`src/rtl/dem_pkg.sv`:
```
package dem_pkg;

    localparam int CODE_W    = 4;
    localparam int FULL_CODE = 8;
    localparam int N_UNIT    = 8;
    localparam int N_HALF    = 2;
    localparam int N_BLK     = 8;
    localparam int N_RND     = N_BLK + 1;
    localparam int SGN_W     = 2;

    typedef enum logic [SGN_W-1:0] {
        SG_ZERO = 2'b00,
        SG_POS  = 2'b01,
        SG_NEG  = 2'b11
    } sgn_e;

endpackage

```
`src/rtl/dem_prng.sv`:
```
module dem_prng #(
    parameter int              W    = 16,
    parameter logic [W-1:0]    TAPS = 16'hB400,
    parameter logic [W-1:0]    SEED = 16'h1D0F,
    parameter int              NOUT = 9
) (
    input  logic            clk,
    input  logic            rst_n,
    input  logic            step,
    output logic [NOUT-1:0] rnd
);

    localparam logic [W-1:0] SEED_NZ = (SEED == '0) ? W'(1) : SEED;

    logic [W-1:0] state_q;
    logic [W-1:0] state_d;

    always_comb begin
        state_d = state_q >> 1;
        if (state_q[0]) begin
            state_d = state_d ^ TAPS;
        end
    end

    always_ff @(posedge clk or negedge rst_n) begin
        if (!rst_n) begin
            state_q <= SEED_NZ;
        end else if (step) begin
            state_q <= state_d;
        end
    end

    // each sign bit combines two distinct state bits
    for (genvar i = 0; i < NOUT; i++) begin : g_tap
        localparam int IA = i % W;
        localparam int IB = (i * 5 + 3) % W;
        assign rnd[i] = state_q[IA] ^ state_q[IB];
    end

endmodule

```
`src/rtl/dem_split.sv`:
```
module dem_split
    import dem_pkg::*;
#(
    parameter int VW = 4
) (
    input  logic [VW-1:0] v,
    input  logic          rnd,
    output logic [VW-2:0] lo,
    output logic [VW-2:0] hi,
    output sgn_e          sgn
);

    logic          odd;
    logic [VW-2:0] base;

    assign odd  = v[0];
    assign base = v[VW-1:1];

    // rnd = 1 selects -1; the odd remainder goes to the higher child
    assign lo = base + (VW-1)'(odd & ~rnd);
    assign hi = base + (VW-1)'(odd & rnd);

    always_comb begin
        unique case ({odd, rnd})
            2'b10:   sgn = SG_POS;
            2'b11:   sgn = SG_NEG;
            default: sgn = SG_ZERO;
        endcase
    end

endmodule

```
`src/rtl/dem_segment.sv`:
```
module dem_segment
    import dem_pkg::*;
(
    input  logic [CODE_W-1:0] code,
    input  logic              gec,
    input  logic              rnd,
    output logic [CODE_W-1:0] msb,
    output logic [1:0]        lsb,
    output sgn_e              sgn
);

    logic [CODE_W:0] w;
    logic [CODE_W:0] rest;

    assign w = {code, 1'b0} + (CODE_W+1)'(gec);

    always_comb begin
        if (w[0]) begin
            sgn = SG_ZERO;
            lsb = 2'd1;
        end else if (w == '0) begin
            sgn = SG_POS;
            lsb = 2'd0;
        end else if (rnd) begin
            sgn = SG_NEG;
            lsb = 2'd2;
        end else begin
            sgn = SG_POS;
            lsb = 2'd0;
        end
        rest = w - (CODE_W+1)'(lsb);
        msb  = rest[CODE_W:1];
    end

endmodule

```
`src/rtl/dem_tree_encoder.sv`:
```
module dem_tree_encoder
    import dem_pkg::*;
#(
    parameter int                 LFSR_W    = 16,
    parameter logic [LFSR_W-1:0]  LFSR_TAPS = 16'hB400,
    parameter logic [LFSR_W-1:0]  LFSR_SEED = 16'h1D0F
) (
    input  logic                    clk,
    input  logic                    rst_n,
    input  logic                    smp_valid,
    input  logic [CODE_W-1:0]       code,
    input  logic                    gec_bit,
    output logic                    out_valid,
    output logic [N_UNIT-1:0]       unit_en,
    output logic [N_HALF-1:0]       half_en,
    output logic [SGN_W-1:0]        sgn_seg,
    output logic [N_BLK*SGN_W-1:0]  sgn_blk
);

    localparam int N_MID  = 2;
    localparam int N_LEAF = 4;

    logic [N_RND-1:0]        rnd;
    logic [CODE_W-1:0]       code_c;
    logic [CODE_W-1:0]       msb_v;
    logic [1:0]              lsb_v;
    sgn_e                    seg_s;
    logic [2:0]              mid_v  [N_MID];
    logic [1:0]              leaf_v [N_LEAF];
    sgn_e                    blk_s  [N_BLK];
    logic [N_UNIT-1:0]       unit_c;
    logic [N_HALF-1:0]       half_c;
    logic [N_BLK*SGN_W-1:0]  sgn_c;

    // signs are ready before the sample arrives
    dem_prng #(
        .W   (LFSR_W),
        .TAPS(LFSR_TAPS),
        .SEED(LFSR_SEED),
        .NOUT(N_RND)
    ) u_prng (
        .clk  (clk),
        .rst_n(rst_n),
        .step (smp_valid),
        .rnd  (rnd)
    );

    assign code_c = (code > CODE_W'(FULL_CODE)) ? CODE_W'(FULL_CODE) : code;

    dem_segment u_seg (
        .code(code_c),
        .gec (gec_bit),
        .rnd (rnd[N_BLK]),
        .msb (msb_v),
        .lsb (lsb_v),
        .sgn (seg_s)
    );

    dem_split #(.VW(4)) u_root (
        .v  (msb_v),
        .rnd(rnd[0]),
        .lo (mid_v[0]),
        .hi (mid_v[1]),
        .sgn(blk_s[0])
    );

    for (genvar m = 0; m < N_MID; m++) begin : g_mid
        dem_split #(.VW(3)) u_mid (
            .v  (mid_v[m]),
            .rnd(rnd[1+m]),
            .lo (leaf_v[2*m]),
            .hi (leaf_v[2*m+1]),
            .sgn(blk_s[1+m])
        );
    end

    for (genvar k = 0; k < N_LEAF; k++) begin : g_leaf
        dem_split #(.VW(2)) u_leaf (
            .v  (leaf_v[k]),
            .rnd(rnd[1+N_MID+k]),
            .lo (unit_c[2*k]),
            .hi (unit_c[2*k+1]),
            .sgn(blk_s[1+N_MID+k])
        );
    end

    dem_split #(.VW(2)) u_half (
        .v  (lsb_v),
        .rnd(rnd[N_BLK-1]),
        .lo (half_c[0]),
        .hi (half_c[1]),
        .sgn(blk_s[N_BLK-1])
    );

    always_comb begin
        for (int i = 0; i < N_BLK; i++) begin
            sgn_c[SGN_W*i +: SGN_W] = blk_s[i];
        end
    end

    always_ff @(posedge clk or negedge rst_n) begin
        if (!rst_n) begin
            out_valid <= 1'b0;
            unit_en   <= '0;
            half_en   <= '0;
            sgn_seg   <= '0;
            sgn_blk   <= '0;
        end else begin
            out_valid <= smp_valid;
            if (smp_valid) begin
                unit_en <= unit_c;
                half_en <= half_c;
                sgn_seg <= seg_s;
                sgn_blk <= sgn_c;
            end
        end
    end

endmodule

```
`config.mk`:
```
export PLATFORM = sky130hd
export DESIGN_NAME = dem_tree_encoder
export DESIGN_NICKNAME = d
export VERILOG_FILES = /design/src/rtl/dem_pkg.sv /design/src/rtl/dem_prng.sv /design/src/rtl/dem_split.sv /design/src/rtl/dem_segment.sv /design/src/rtl/dem_tree_encoder.sv
export SDC_FILE = /design/constraint.sdc
export NUM_CORES = 1
export LEC_CHECK = 0
export BUFFER_PORTS_ARGS = -buffer_cell sky130_fd_sc_hd__buf_2
export CAP_MARGIN = 5
export CORE_UTILIZATION = 60
export DETAILED_ROUTE_END_ITERATION = 8
export GPL_ROUTABILITY_DRIVEN = 0
export PLACE_DENSITY = 0.84
export SYNTH_ARGS = -nofsm -noshare
export SYNTH_HDL_FRONTEND = slang
export SYNTH_SLANG_ARGS = --single-unit
```
`constraint.sdc`:
```
create_clock -name clk -period 9 [get_ports clk]
set_input_delay 0.45 -clock clk [delete_from_list [all_inputs] [get_ports clk]]
set_output_delay 0.45 -clock clk [all_outputs]
set_load 0.01 [all_outputs]
```
==> metrics.txt <==
# TYPE chip_impl_metric gauge
chip_impl_info{name="worst_path_most_repeated_cell",value="sky130_fd_sc_hd__ha_1"} 1
chip_impl_metric{name="layout_net_count",unit=""} 228
chip_impl_metric{name="syn_inst",unit=""} 174
chip_impl_metric{name="post-route-min-period",unit="ps"} 3640
chip_impl_metric{name="antenna_cells",unit=""} 0
chip_impl_metric{name="clock_skew",unit="ps"} 6.32
chip_impl_info{name="tritoncts",value="built"} 1
chip_impl_metric{name="post-dp-hpwl",unit="mm"} 2.79
chip_impl_metric{name="avgRoutedWirePerCell",unit="microns"} 14.5
chip_impl_metric{name="fin_setup_tns",unit="ps"} 0
chip_impl_metric{name="setup_ws",unit="ps"} 5360
chip_impl_metric{name="fin_cells",unit=""} 259
chip_impl_metric{name="global_route.usage.total",unit=""} 0.214
chip_impl_metric{name="synthAdderAreaFrac",unit=""} 0.0543
chip_impl_metric{name="multiInputGateArea",unit="sq um"} 1110
chip_impl_metric{name="ios",unit=""} 37
chip_impl_metric{name="seqCellArea",unit="sq um"} 1140
chip_impl_metric{name="p_per_area",unit="nW/um^2"} 429
chip_impl_metric{name="count_of_input_and_output_buffers",unit=""} 36
chip_impl_metric{name="layout_worst_path_cycle_share",unit=""} 0.405
chip_impl_metric{name="ir_drop",unit="uV"} 255
chip_impl_info{name="worst_setup_path_endpoint",value="unit_en[2]"} 1
chip_impl_metric{name="cts_repair_resize_count",unit=""} 0
chip_impl_metric{name="slew_violations",unit=""} 0
chip_impl_metric{name="worst_setup_slack_before_clock_tree_synthesis",unit="ps"} 5290
chip_impl_metric{name="ys_seq_area_frac",unit=""} 0.493
chip_impl_info{name="mostFrequentLayoutCell",value="sky130_fd_sc_hd__dfrtp_1"} 1
chip_impl_metric{name="start_util",unit=""} 0.629
chip_impl_metric{name="layout.filler_cells",unit=""} 242
chip_impl_info{name="startpoint",value="u_prng.state_q[8]"} 1
chip_impl_metric{name="ys_async_sr_fraction",unit=""} 1.00
chip_impl_metric{name="count_of_flip_flops_with_a_built_in_enable_after_synthesis",unit=""} 0
chip_impl_metric{name="global_route_wire_length_before_repair",unit="mm"} 6.57
chip_impl_metric{name="final_layout_size_suffix_gt1_frac",unit=""} 0.398
chip_impl_info{name="synth_top_family_by_area",value="multiplexers"} 1
chip_impl_metric{name="totalWireLength",unit="mm"} 3.74
chip_impl_metric{name="finalHoldViolCount",unit=""} 0
chip_impl_metric{name="worstRegToRegCells",unit=""} 12
chip_impl_metric{name="final_util",unit=""} 0.710
chip_impl_metric{name="report.final.setup_viol",unit=""} 0
chip_impl_metric{name="clock.fmax",unit="MHz"} 275
chip_impl_metric{name="static-leakage-power",unit="nW"} 1.26
chip_impl_metric{name="route.detailed.drc",unit=""} 0
chip_impl_metric{name="viasPerCell",unit=""} 5.23
chip_impl_metric{name="reg2reg_setup_slack",unit="ps"} 5360
chip_impl_metric{name="grt_pass1_vias",unit=""} 1387
chip_impl_info{name="synthFlopType",value="sky130_fd_sc_hd__dfrtp_1"} 1
chip_impl_info{name="sort_of_element_at_the_end_of_the_critical_path",value="flop"} 1
chip_impl_metric{name="mappedNetlistArea",unit="sq um"} 2300
chip_impl_metric{name="worst_skew_pair_latency",unit="ps"} 290
chip_impl_metric{name="cts.repair_timing.setup_buffer_count",unit=""} 0
chip_impl_metric{name="postCtsHoldBufs",unit=""} 0
chip_impl_metric{name="die_width",unit="microns"} 63.9
chip_impl_info{name="start_kind",value="flop"} 1
chip_impl_metric{name="worst-endpoint-arrival",unit="ps"} 3820
chip_impl_metric{name="crit_path_max_fanout",unit=""} 7
chip_impl_metric{name="grt_antenna_before_repair",unit=""} 0
chip_impl_metric{name="syn-mean-instance-area",unit="sq um"} 13.2
chip_impl_metric{name="req_time_crit_path",unit="ps"} 9180
chip_impl_metric{name="h-tree-depth",unit=""} 2
chip_impl_metric{name="post-place-cells",unit=""} 251
chip_impl_metric{name="tritoncts.num_buffers",unit=""} 5
chip_impl_metric{name="pin_count_of_the_biggest_net_entering_global_routing",unit=""} 52
chip_impl_info{name="path_cells",value="xnor2_1 > nor3_1 > inv_1 > ha_1 > o311ai_1 > o31ai_1 > ha_1 > ha_1 > inv_1 > nor2_1 > xnor3_1 > mux2_2"} 1
chip_impl_metric{name="detailroute.via_count",unit=""} 1354
chip_impl_info{name="worst_min_delay_path_class",value="in2async"} 1
chip_impl_info{name="clk_root_buffer_cell",value="sky130_fd_sc_hd__clkbuf_8"} 1
chip_impl_metric{name="synth_xor_xnor_area_share",unit=""} 0.145
chip_impl_info{name="crit_slowest_cell",value="sky130_fd_sc_hd__dfstp_2"} 1
chip_impl_metric{name="drt_pass1_iterations",unit=""} 4
chip_impl_metric{name="worst_setup_hold_path_clk_slew",unit="ps"} 80
chip_impl_metric{name="synth.area.mux_share",unit=""} 0.195
chip_impl_metric{name="synth_simple_gate_area_share",unit=""} 0.0609
chip_impl_info{name="reg2reg_to",value="unit_en[2]"} 1
chip_impl_metric{name="tightestPinTransition",unit="ps"} 1020
chip_impl_metric{name="critical-path-max-stage-delay",unit="ps"} 580
chip_impl_metric{name="yosysUniqueCellTypes",unit=""} 27
chip_impl_info{name="outcome",value="complete, no violations"} 1
chip_impl_info{name="timing.setup.critical_path_class",value="reg2reg"} 1
chip_impl_metric{name="area.growth.synth_to_final",unit="%"} 12.9
chip_impl_info{name="reg2reg_from",value="u_prng.state_q[8]"} 1
chip_impl_info{name="layout.cells.most_common_list",value="sky130_fd_sc_hd__dfrtp_1, sky130_fd_sc_hd__buf_2, sky130_fd_sc_hd__mux2_2"} 1
chip_impl_metric{name="die_y",unit="microns"} 63.9
chip_impl_metric{name="max-clock-path-buffers",unit=""} 2
chip_impl_metric{name="max_cap_check_violation_count",unit=""} 0
chip_impl_metric{name="cts_num_sinks",unit=""} 45
chip_impl_metric{name="yosysWarningCount",unit=""} 0
chip_impl_metric{name="detailed_router_s_first_iteration_violation_count",unit=""} 73
chip_impl_metric{name="fp.coreArea",unit="sq um"} 3660
chip_impl_metric{name="globalRouteOverflowTotal",unit=""} 0
chip_impl_metric{name="placement_rows",unit=""} 22
chip_impl_metric{name="mappedNetlistNets",unit=""} 192
chip_impl_metric{name="dieArea",unit="sq um"} 4090
chip_impl_metric{name="antenna_left",unit=""} 0
chip_impl_metric{name="synth_seq_cells",unit=""} 45
chip_impl_metric{name="slew_headroom",unit=""} 0.320
chip_impl_metric{name="synth_compound_gate_area_share",unit=""} 0.0277
chip_impl_info{name="grt_setup_unrepaired",value="no"} 1
how the worst min path moves through the flow:
stage	from	endpoint	slack [ps]
after floorplan	rst_n	half_en[0]	150
after detailed placement	u_prng.state_q[10]	u_prng.state_q[10]	490
after CTS	rst_n	sgn_blk[9]	340
final	rst_n	sgn_seg[0]	310
after global routing	rst_n	sgn_seg[0]	390
after global placement	sgn_blk[14]	sgn_blk[14]	460
Yosys cell counts, types with 4 or more instances:
cell,instances,area [sq um]
sky130_fd_sc_hd__buf_1,4,15.0
sky130_fd_sc_hd__dfrtp_1,37,926
sky130_fd_sc_hd__xnor3_1,5,113
sky130_fd_sc_hd__xnor2_1,14,123
sky130_fd_sc_hd__inv_1,8,30.0
sky130_fd_sc_hd__nor2_1,12,45.0
sky130_fd_sc_hd__mux2_2,31,349
sky130_fd_sc_hd__dfstp_2,8,210
sky130_fd_sc_hd__a21oi_1,6,30.0
sky130_fd_sc_hd__nor2b_1,5,31.3
sky130_fd_sc_hd__ha_1,10,125
through the flow:
step                power, mW  hold slack, ps  area [sq um]
floorplan               0.851             154          2300
global placement        0.976             462          2520
detailed placement       1.01             485          2520
CTS                      1.13             340          2600
global route             1.21             385          2600
finish                   1.12             309          2600
kinds of logic after synthesis:
group,count (synthesis)
flops,45
mux,39
xor+xnor,25
compound gates,11
fa+ha+maj,10
buf+inv,15
simple gates,29
per-layer routing:
layer / routed length (microns) / part of all wire / vias up / global-route usage
li1: - / - / 664 / -
met1: 1640 / 0.44 / 659 / 0.273
met2: 1940 / 0.52 / 27 / 0.363
met3: 131 / 0.035 / 4 / 0.0482
met4: 36 / 0.0096 / 0 / 0.0682
met5: 0 / 0 / - / 0
flip-flops by register name, indices dropped and copies added, names as in the netlist:
name	count
unit_en	8
sgn_blk	16
sgn_seg	2
half_en	2
u_prng.state_q	16
out_valid	1
critical path, delay by kind of cell (launching register included):
kind                     cells  cell delay, ps
adder cells (fa/ha/maj)      3            1090
flip-flops                   1             580
AND/OR/NAND/NOR              2             520
AO/OA/AOI/OAI                2             500
XOR/XNOR                     2             410
multiplexers                 1             270
buffers and inverters        2             170
power by group:
| part | switching (mW) | leakage, nW | total [mW] | internal [mW] |
|---|---|---|---|---|
| logic | 0.259 | 0.698 | 0.619 | 0.359 |
| registers | 0.0654 | 0.528 | 0.379 | 0.313 |
| clock network | 0.0632 | 0.0385 | 0.118 | 0.0549 |
cell type report:
class | instances | area share
multi-input cells | 114 | 0.427
inverters | 8 | 0.0115
well taps | 48 | 0.0231
clock inverters | 1 | 0.00289
repair buffers | 36 | 0.0693
flip-flops and latches | 45 | 0.437
clock buffers | 7 | 0.0294
Power figures use the tool's default switching activity.
